<file path="src/rtl/qdb_pkg.sv">
package qdb_pkg;
  localparam int PTR_W = 16;
  typedef logic [PTR_W-1:0] ptr_t;
endpackage

</file>
<file path="src/rtl/qdb_addr_dec.sv">
module qdb_addr_dec #(
  parameter int ADDR_W  = 16,
  parameter int DB_BASE = 'h1000,
  parameter int NUM_Q   = 4,
  parameter int QID_W   = 2
) (
  input  logic [ADDR_W-1:0] addr_i,
  output logic              ok_o,
  output logic              is_cq_o,
  output logic [QID_W-1:0]  qid_o
);
  logic [ADDR_W-1:0] off;
  logic [ADDR_W-4:0] idx;

  always_comb begin
    off     = addr_i - ADDR_W'(DB_BASE);
    idx     = off[ADDR_W-1:3];
    is_cq_o = off[2];
    qid_o   = idx[QID_W-1:0];
    ok_o    = (addr_i >= ADDR_W'(DB_BASE)) && (off[1:0] == 2'b00)
              && (idx < (ADDR_W-3)'(NUM_Q));
  end
endmodule

</file>
<file path="src/rtl/qdb_qstate.sv">
module qdb_qstate import qdb_pkg::*; #(
  parameter int NUM_Q = 4,
  parameter int QID_W = 2,
  parameter int VEC_W = 3
) (
  input  logic                        clk_i,
  input  logic                        rst_ni,
  input  logic                        sq_wr_i,
  input  logic                        cq_wr_i,
  input  logic [QID_W-1:0]            wr_qid_i,
  input  ptr_t                        wr_val_i,
  input  logic                        post_i,
  input  logic [QID_W-1:0]            post_qid_i,
  input  logic                        cfg_valid_i,
  input  logic                        cfg_cq_i,
  input  logic                        cfg_create_i,
  input  logic [QID_W-1:0]            cfg_qid_i,
  input  ptr_t                        cfg_size_i,
  input  logic                        cfg_ien_i,
  input  logic [VEC_W-1:0]            cfg_vec_i,
  output logic [NUM_Q-1:0]            sq_ex_o,
  output logic [NUM_Q-1:0]            cq_ex_o,
  output logic [NUM_Q-1:0][PTR_W-1:0] sq_size_o,
  output logic [NUM_Q-1:0][PTR_W-1:0] sq_tail_o,
  output logic [NUM_Q-1:0][PTR_W-1:0] cq_size_o,
  output logic [NUM_Q-1:0][PTR_W-1:0] cq_head_o,
  output logic [NUM_Q-1:0][PTR_W-1:0] cq_tail_o,
  output logic [NUM_Q-1:0]            cq_ien_o,
  output logic [NUM_Q-1:0][VEC_W-1:0] cq_vec_o
);
  for (genvar i = 0; i < NUM_Q; i++) begin : g_q
    logic cfg_hit, wr_hit, post_hit;
    logic [PTR_W:0] tail_inc;
    assign cfg_hit  = cfg_valid_i && (cfg_qid_i == QID_W'(i));
    assign wr_hit   = wr_qid_i == QID_W'(i);
    assign post_hit = post_i && (post_qid_i == QID_W'(i)) && cq_ex_o[i];
    assign tail_inc = {1'b0, cq_tail_o[i]} + 1'b1;

    always_ff @(posedge clk_i or negedge rst_ni) begin
      if (!rst_ni) begin
        sq_ex_o[i]   <= 1'b0;
        sq_size_o[i] <= '0;
        sq_tail_o[i] <= '0;
      end else if (cfg_hit && !cfg_cq_i) begin
        sq_ex_o[i] <= cfg_create_i;
        if (cfg_create_i) begin
          sq_size_o[i] <= cfg_size_i;
          sq_tail_o[i] <= '0;
        end
      end else if (sq_wr_i && wr_hit) begin
        sq_tail_o[i] <= wr_val_i;
      end
    end

    always_ff @(posedge clk_i or negedge rst_ni) begin
      if (!rst_ni) begin
        cq_ex_o[i]   <= 1'b0;
        cq_size_o[i] <= '0;
        cq_head_o[i] <= '0;
        cq_tail_o[i] <= '0;
        cq_ien_o[i]  <= 1'b0;
        cq_vec_o[i]  <= '0;
      end else if (cfg_hit && cfg_cq_i) begin
        cq_ex_o[i] <= cfg_create_i;
        if (cfg_create_i) begin
          cq_size_o[i] <= cfg_size_i;
          cq_head_o[i] <= '0;
          cq_tail_o[i] <= '0;
          cq_ien_o[i]  <= cfg_ien_i;
          cq_vec_o[i]  <= cfg_vec_i;
        end
      end else begin
        if (cq_wr_i && wr_hit) cq_head_o[i] <= wr_val_i;
        if (post_hit)
          cq_tail_o[i] <= (tail_inc >= {1'b0, cq_size_o[i]}) ? '0 : tail_inc[PTR_W-1:0];
      end
    end
  end
endmodule

</file>
<file path="src/rtl/qdb_irq.sv">
module qdb_irq #(
  parameter int VEC_W = 3
) (
  input  logic             clk_i,
  input  logic             rst_ni,
  input  logic             fire_i,
  input  logic             ien_i,
  input  logic             msix_en_i,
  input  logic [VEC_W-1:0] vec_i,
  output logic             msix_o,
  output logic [VEC_W-1:0] vec_o,
  output logic             pin_o,
  output logic             masked_o
);
  logic go_msix, go_pin, go_mask;
  assign go_msix = fire_i && ien_i && msix_en_i;
  assign go_pin  = fire_i && ien_i && !msix_en_i;
  assign go_mask = fire_i && !ien_i;

  always_ff @(posedge clk_i or negedge rst_ni) begin
    if (!rst_ni) begin
      msix_o   <= 1'b0;
      vec_o    <= '0;
      pin_o    <= 1'b0;
      masked_o <= 1'b0;
    end else begin
      msix_o   <= go_msix;
      vec_o    <= go_msix ? vec_i : '0;
      pin_o    <= go_pin;
      masked_o <= go_mask;
    end
  end
endmodule

</file>
<file path="src/rtl/qdb_ctrl.sv">
module qdb_ctrl import qdb_pkg::*; #(
  parameter int NUM_Q   = 4,
  parameter int ADDR_W  = 16,
  parameter int VEC_W   = 3,
  parameter int DB_BASE = 'h1000,
  localparam int QID_W  = (NUM_Q > 1) ? $clog2(NUM_Q) : 1
) (
  input  logic                   clk_i,
  input  logic                   rst_ni,
  input  logic                   wr_valid_i,
  input  logic [ADDR_W-1:0]      wr_addr_i,
  input  logic [31:0]            wr_data_i,
  input  logic                   cfg_valid_i,
  input  logic                   cfg_cq_i,
  input  logic                   cfg_create_i,
  input  logic [QID_W-1:0]       cfg_qid_i,
  input  logic [15:0]            cfg_size_i,
  input  logic                   cfg_ien_i,
  input  logic [VEC_W-1:0]       cfg_vec_i,
  input  logic                   post_valid_i,
  input  logic [QID_W-1:0]       post_qid_i,
  input  logic                   msix_en_i,
  output logic                   sq_upd_o,
  output logic                   cq_upd_o,
  output logic [QID_W-1:0]       upd_qid_o,
  output logic                   drop_o,
  output logic [NUM_Q*16-1:0]    sq_tail_o,
  output logic [NUM_Q*16-1:0]    cq_head_o,
  output logic                   irq_msix_o,
  output logic [VEC_W-1:0]       irq_vec_o,
  output logic                   irq_pin_o,
  output logic                   irq_masked_o
);
  logic             ok, is_cq;
  logic [QID_W-1:0] qid;
  logic [NUM_Q-1:0] sq_ex, cq_ex, cq_ien;
  logic [NUM_Q-1:0][PTR_W-1:0] sq_size, sq_tail, cq_size, cq_head, cq_tail;
  logic [NUM_Q-1:0][VEC_W-1:0] cq_vec;
  ptr_t new_val, sel_size;
  logic sel_ex, accept, sq_wr, cq_wr, fire;
  logic unused_hi;

  assign unused_hi = ^wr_data_i[31:PTR_W];
  assign new_val   = wr_data_i[PTR_W-1:0];

  qdb_addr_dec #(
    .ADDR_W(ADDR_W), .DB_BASE(DB_BASE), .NUM_Q(NUM_Q), .QID_W(QID_W)
  ) u_dec (
    .addr_i(wr_addr_i), .ok_o(ok), .is_cq_o(is_cq), .qid_o(qid)
  );

  assign sel_ex   = is_cq ? cq_ex[qid]   : sq_ex[qid];
  assign sel_size = is_cq ? cq_size[qid] : sq_size[qid];
  assign accept   = wr_valid_i && ok && sel_ex && (new_val < sel_size);
  assign sq_wr    = accept && !is_cq;
  assign cq_wr    = accept && is_cq;
  // pending entries remain only while head trails the internal tail
  assign fire     = cq_wr && (new_val != cq_tail[qid]);

  qdb_qstate #(.NUM_Q(NUM_Q), .QID_W(QID_W), .VEC_W(VEC_W)) u_state (
    .clk_i, .rst_ni,
    .sq_wr_i(sq_wr), .cq_wr_i(cq_wr), .wr_qid_i(qid), .wr_val_i(new_val),
    .post_i(post_valid_i), .post_qid_i(post_qid_i),
    .cfg_valid_i, .cfg_cq_i, .cfg_create_i, .cfg_qid_i, .cfg_size_i,
    .cfg_ien_i, .cfg_vec_i,
    .sq_ex_o(sq_ex), .cq_ex_o(cq_ex), .sq_size_o(sq_size), .sq_tail_o(sq_tail),
    .cq_size_o(cq_size), .cq_head_o(cq_head), .cq_tail_o(cq_tail),
    .cq_ien_o(cq_ien), .cq_vec_o(cq_vec)
  );

  qdb_irq #(.VEC_W(VEC_W)) u_irq (
    .clk_i, .rst_ni, .fire_i(fire), .ien_i(cq_ien[qid]), .msix_en_i,
    .vec_i(cq_vec[qid]), .msix_o(irq_msix_o), .vec_o(irq_vec_o),
    .pin_o(irq_pin_o), .masked_o(irq_masked_o)
  );

  always_ff @(posedge clk_i or negedge rst_ni) begin
    if (!rst_ni) begin
      sq_upd_o  <= 1'b0;
      cq_upd_o  <= 1'b0;
      drop_o    <= 1'b0;
      upd_qid_o <= '0;
    end else begin
      sq_upd_o  <= sq_wr;
      cq_upd_o  <= cq_wr;
      drop_o    <= wr_valid_i && !accept;
      upd_qid_o <= accept ? qid : '0;
    end
  end

  assign sq_tail_o = sq_tail;
  assign cq_head_o = cq_head;
endmodule

</file>
<file path="config.mk">
export PLATFORM = sky130hd
export DESIGN_NAME = qdb_ctrl
export DESIGN_NICKNAME = d
export VERILOG_FILES = /design/src/rtl/qdb_pkg.sv /design/src/rtl/qdb_addr_dec.sv /design/src/rtl/qdb_qstate.sv /design/src/rtl/qdb_irq.sv /design/src/rtl/qdb_ctrl.sv
export SDC_FILE = /design/constraint.sdc
export NUM_CORES = 1
export LEC_CHECK = 0
export ABC_AREA = 1
export BUFFER_PORTS_ARGS = -buffer_cell sky130_fd_sc_hd__buf_4
export CORE_UTILIZATION = 64
export DETAILED_ROUTE_END_ITERATION = 10
export PLACE_DENSITY_LB_ADDON = 0.12
export SLEW_MARGIN = 20
export SYNTH_ARGS = -nofsm -noshare
export SYNTH_HDL_FRONTEND = slang
export SYNTH_SLANG_ARGS = --single-unit
</file>
<file path="constraint.sdc">
create_clock -name clk_i -period 4.6 [get_ports clk_i]
set_clock_uncertainty 0.1 [all_clocks]
set_input_delay 0.23 -clock clk_i [delete_from_list [all_inputs] [get_ports clk_i]]
set_output_delay 0.23 -clock clk_i [all_outputs]
set_load 0.01 [all_outputs]
</file>
# Word level (Yosys, flattened, before mapping)
# Cells that the tools add are included.
# W data, S select, Z words.
[word_totals]
register_bits = 355
in_bits = 80
[classes]
n_reduce_logical = 82
mux = 47
n_addsub = 5
eq_ne = 18
magnitude_cmp = 8
[op_table]
columns = ["operator", "n"]
rows = [
  ["$mux W16", 33],
  ["$bmux W16 S2", 3],
  ["$add A16 B1 Y17 const B", 4],
  ["$ge A17 B16 Y1", 4],
  ["$logic_and A1 B1 Y1", 41],
  ["$reduce_and A2 Y1", 20],
  ["$reduce_bool A2 Y1", 12],
  ["$ge A16 B13 Y1 const B", 1],
  ["$lt A16 B16 Y1", 1],
  ["$ne A16 B16 Y1", 1],
  ["$ne A2 B2 Y1 const B", 8],
  ["$sub A16 B13 Y16 const B", 1],
  ["$lt A13 B3 Y1 const B", 1],
  ["$eq A2 B2 Y1 const B", 6],
  ["$logic_not A2 Y1", 4],
  ["$bmux W1 S2", 3],
  ["$bmux W3 S2", 1],
  ["$eq A2 B1 Y1 const B", 3],
  ["$mux W3", 2],
  ["$logic_not A1 Y1", 5],
  ["$mux W1", 4],
  ["$lt A2 B3 Y1 const B", 1],
  ["$mux W2", 1],
]

# Longest topological paths before layout
[depth]
word_depth = 12
ltp_mapped = 22
ltp_nobuf = 21

# Hierarchy
# Synthesis repeated with hierarchy kept, for this count alone.
[hier_totals]
cells_unflattened = 2349
hier_area_um2 = 18916.9
[by_module_without_submodules]
columns = ["module", "n_inst", "cells_each", "area_per_inst_um2"]
rows = [
  ["qdb_qstate", 1, 1858, 16211.8],
  ["qdb_ctrl", 1, 452, 2409.8],
  ["qdb_irq", 1, 18, 201.4],
  ["qdb_addr_dec", 1, 21, 93.8],
]

# Worst setup path after synthesis
# OpenSTA, ideal clock, no wires.
[synth_timing]
kind = "input to register"
start = "input port wr_addr_i[4]"
end = "register u_state.cq_head_o[22] (netlist bit)"
setup_time_ns = 0.128
t_arrival_ns = 2.867
setup_slack_ns = 1.505
stages = 20
t_required_ns = 4.372
cell_sequence = "buf_6 -> nand2_4 -> inv_2 -> buf_2 -> buf_1 -> clkbuf_1 -> nand2_1 -> nand4_1 -> o32ai_1 -> ha_1 -> a21oi_1 -> o21ai_0 -> nand2_1 -> nand3_1 -> nor2_1 -> buf_6 -> nand4_4 -> buf_6 -> nand3_1 -> o21ai_1"
[synth_via]
elab_chain_cells = 10
elab_cells_between_ends = 24
classes_between = "1 x add/sub; 3 x order compare; 1 x eq/ne; 10 x mux; 9 x reduce/logical"
[synth_lines]
columns = ["item", "line", "rtl"]
rows = [
  ["start, declared", "qdb_ctrl.sv:11", "input logic [ADDR_W-1:0] wr_addr_i,"],
  ["$sub A16 B13 Y16 or $ge A16 B13 Y1 (tied branches)", "qdb_addr_dec.sv:16, qdb_addr_dec.sv:20", ""],
  ["$bmux W16 S2 (tied with other cells)", "qdb_ctrl.sv:53", "assign sel_size = is_cq ? cq_size[qid] : sq_size[qid];"],
  ["$mux W16 (implied by the code) (tied with other cells)", "qdb_ctrl.sv:53", ""],
  ["$mux W16 (tied with other cells)", "qdb_ctrl.sv:53", ""],
  ["$lt A16 B16 Y1 or $logic_and A1 B1 Y1 (tied branches)", "qdb_ctrl.sv:54", "assign accept = wr_valid_i && ok && sel_ex && (new_val < sel_size);"],
  ["$logic_and A1 B1 Y1", "qdb_ctrl.sv:54", ""],
  ["$logic_and A1 B1 Y1", "qdb_ctrl.sv:56", "assign cq_wr = accept && is_cq;"],
  ["$logic_and A1 B1 Y1 *", "qdb_qstate.sv:73", "if (cq_wr_i && wr_hit) cq_head_o[i] <= wr_val_i;"],
  ["$reduce_bool A2 Y1 (no line) *", "n/a", ""],
  ["$reduce_and A2 Y1 (no line) *", "n/a", ""],
  ["end signal, assigned by index", "qdb_qstate.sv:73", ""],
  ["end, declared", "qdb_qstate.sv:26", "output logic [NUM_Q-1:0][PTR_W-1:0] cq_head_o,"],
]
# Mark *: on every way between the ends. The rest lies on a longest branch, timed or not. The select of a mux whose other input is x is not followed.
# A chain may end at the register's enable or synchronous reset.

# Worst setup path in the final report
[layout_timing]
start = "input port wr_addr_i[3]"
end = "register u_state.cq_head_o[31] (netlist bit)"
# Same word-level chain as after synthesis.

==> flow_summary.ini <==
[sta]
tns_ns = 0
final-setup-viol-count = 0
period_share = 0.921
worst_slew_pin_slew_ns = 1.15
slew_headroom = 0.227
finalHoldViolations = 0
finalMaxSlewViolations = 0
rsz0062_at_grt = false
period_needed_ns = 4.24
max_freq_ghz = 0.236

[power]
clkPwrFrac = 0.350
netSwitchingPower_mw = 2.98
combPwrFrac = 0.233
cellPowerDensity_mw_per_mm2 = 425
power_frac_seq = 0.418
p_leak_nw = 10.7
swShare = 0.323
ir_worst_vdd_mv = 0.347
p_int_mw = 6.24
power_mw = 9.22

[drt]
via_per_inst = 6.07
vias = 16532
drtIter0Drc = 1919
drc = 0
routedWlPerCell_um = 21.1
ant_nets = 0
routed_wl_um = 57500
dr.pass1.iters = 8

[synth]
synthCells = 2132
synth_edf_count = 0
syn-num-nets = 2295
yosys-top-cells-area = dfrtp_1, nand2_1, ha_1, o21ai_0, inv_1
synth_cell_types = 59
yosysTopAreaCell = dfrtp_1
avgSynthCellArea_um2 = 8.69
syn_area_mm2 = 0.0185
ys_seq_area_frac = 0.480
ys.warnings.count = 0
async_reset_ff_frac = 1.00
synth-seq-cells = 355
synth_top_area_share = 0.480
ys.flop_type = dfrtp_1

[outcome]
status = complete, no violations

[placed_design]
io_buffers = 202
gp_congestion = 1.02
hpwl_um = 41000

[global_route]
grt_max_degree = 131
grt-ovfl-total = 0
first_global_vias = 15249
grt_first_pass_wirelength_um = 86500
antenna_found_initial = 0
track_usage = 0.393

[clocking]
path_clk_slew_ns = 0.06
cts_tree = done
insertion_delay_ns = 0.53
htreeDepth = 2
clockBufferDepth = 3
cts_buffers = 38
cts_setup_buffers = 0
clockRootBuffer = clkbuf_16
clock-sinks = 355

[setup_path]
end_kind = register
r2r_cells = 16
path_class = in2reg
crit_family = simple AND/OR/NAND/NOR gates
r2r-start = u_state.cq_tail_o[16]
path_cells = dlygate4sd3_1, buf_4, nand2_4, inv_2, nand2_1, nand4_1, o32ai_1, ha_1, nor4_1, nand3_1, nor2_2, buf_4, nand4_4, nand3_1, o21ai_1
critPathBufInv = 4
cp_slowest_stage_delay_ns = 0.58
crit_start = wr_addr_i[3]
cp.required_ns = 4.88
cp_slowest_cell = inv_2
path_depth = 15
worstSetupStartpointType = primary input
worstPathArrival_ns = 4.52
crit_path_max_fanout = 32

[finish]
layout-drive-gt1-share = 0.156
nNetsFinal = 2481
diodes = 0
most-common-layout-cells = nand2_1, dfrtp_1, inv_1
syn2layout_area_growth_pct = 17.0
final_common_cell = nand2_1

[flow_run]
drv_cap = 0

[hold_path]
hold_depth = 3
hp-start = cfg_size_i[0]
hold_path.class = in2reg

[die]
rows = 61
die_w_um = 172
dieArea_mm2 = 0.0296
start_util = 0.658
core-area_mm2 = 0.0282
die_h_um = 172
pin_count = 219
-- cells in the mapped netlist (all sizes together), types with 42 or more instances --
library cell,count
nand2,419
inv,258
buf,49
xor2,53
a21oi,42
clkbuf,52
ha,83
nand3,168
o21ai,338
nor2,99
dfrtp,355
nand4,51
-- repair_timing --
item	in CTS	in global routing
gates resized for setup	0	0
endpoints found under the hold margin	200	0
hold buffers	25	0
-- routing by layer --
metal / vias up / GRT usage / wire (um) / share of wire
li1: 7549 / - / - / -
met1: 7896 / 0.507 / 22100 / 0.38
met2: 924 / 0.631 / 26400 / 0.46
met3: 163 / 0.0794 / 5800 / 0.10
met4: 0 / 0.199 / 3210 / 0.056
met5: - / 0 / 0 / 0
-- worst reg2reg max path, cell delays in order (launching register included) --
cell      delay [ns]
dfrtp_1         0.46
inv_1           0.14
nor2_1          0.19
nand3_1         0.14
nor3_1          0.38
nand2_1         0.19
nor2_1          0.15
xor2_1          0.24
inv_1           0.09
ha_1            0.19
a21oi_1         0.15
nor2_1          0.06
a211oi_1        0.24
o21ai_2         0.11
a21oi_2         0.14
nand4_2         0.45
o21ai_0         0.36
-- logic make-up (layout without fill, tap and decap cells) --
family,count (synthesis),after routing,synth area share
AND/OR/NAND/NOR,790,790,0.199
AO/OA/AOI/OAI,484,484,0.152
buffers and inverters,363,577,0.0860
flip-flops,355,355,0.480
adder cells (fa/ha/maj),83,83,0.0561
XOR/XNOR,56,56,0.0265
multiplexers,1,1,0.000540
-- final cells by class --
| cell class | instances | area, um2 |
|---|---|---|
| repair buffers | 247 | 1950 |
| well taps | 378 | 473 |
| flip-flops and latches | 355 | 8880 |
| inverters | 262 | 988 |
| clock inverters | 11 | 188 |
| clock buffers | 57 | 1130 |
| fillers | 1973 | 6480 |
| multi-input cells | 1414 | 8060 |
-- power by group through the flow --
stage                     clock network [mW]  logic [mW]  registers [mW]
final                                   3.22        2.15            3.85
after CTS                               3.22        2.11            3.83
after global routing                    3.34        2.38            3.89
after global placement                     0        2.00            3.86
after detailed placement                   0        2.07            3.89
after floorplan                            0        1.42            3.80
-- final timing paths --
check                                              to  slack, ns
max in group asynchronous        u_state.cq_vec_o[11]       2.83
worst max-delay path            u_state.cq_head_o[31]       0.36
worst min-delay path            u_state.cq_size_o[16]       0.03
min in group asynchronous       u_state.cq_head_o[19]       0.30
worst min register to register   u_state.sq_size_o[2]       0.38
worst max register to register  u_state.cq_tail_o[19]       0.74
-- metrics by stage --
| step | cell area, um2 | std cells | hold slack [ns] | worst slack, ns | utilization |
|---|---|---|---|---|---|
| final | 21700 | 2724 | 0.0340 | 0.364 | 0.770 |
| after global routing | 21700 | 2724 | 0.0436 | 0.172 | 0.770 |
| after CTS | 21700 | 2724 | 0.0158 | 0.423 | 0.770 |
| after detailed placement | 20100 | 2631 | 0.301 | 0.528 | 0.714 |
| after global placement | 20100 | 2631 | 0.299 | 0.615 | 0.714 |
| after floorplan | 18500 | 2132 | -0.166 | 1.50 | - |
-- sequential cells by signal, summed over array words and instances (netlist names), 2 cells and up --
| register | cells |
|---|---|
| u_irq.vec_o | 3 |
| u_state.cq_ex_o | 4 |
| u_state.cq_head_o | 64 |
| u_state.cq_ien_o | 4 |
| u_state.cq_size_o | 64 |
| u_state.cq_tail_o | 64 |
| u_state.cq_vec_o | 12 |
| u_state.sq_ex_o | 4 |
| u_state.sq_size_o | 64 |
| u_state.sq_tail_o | 64 |
| upd_qid_o | 2 |
No activity file was read; power rests on OpenSTA's default activity.
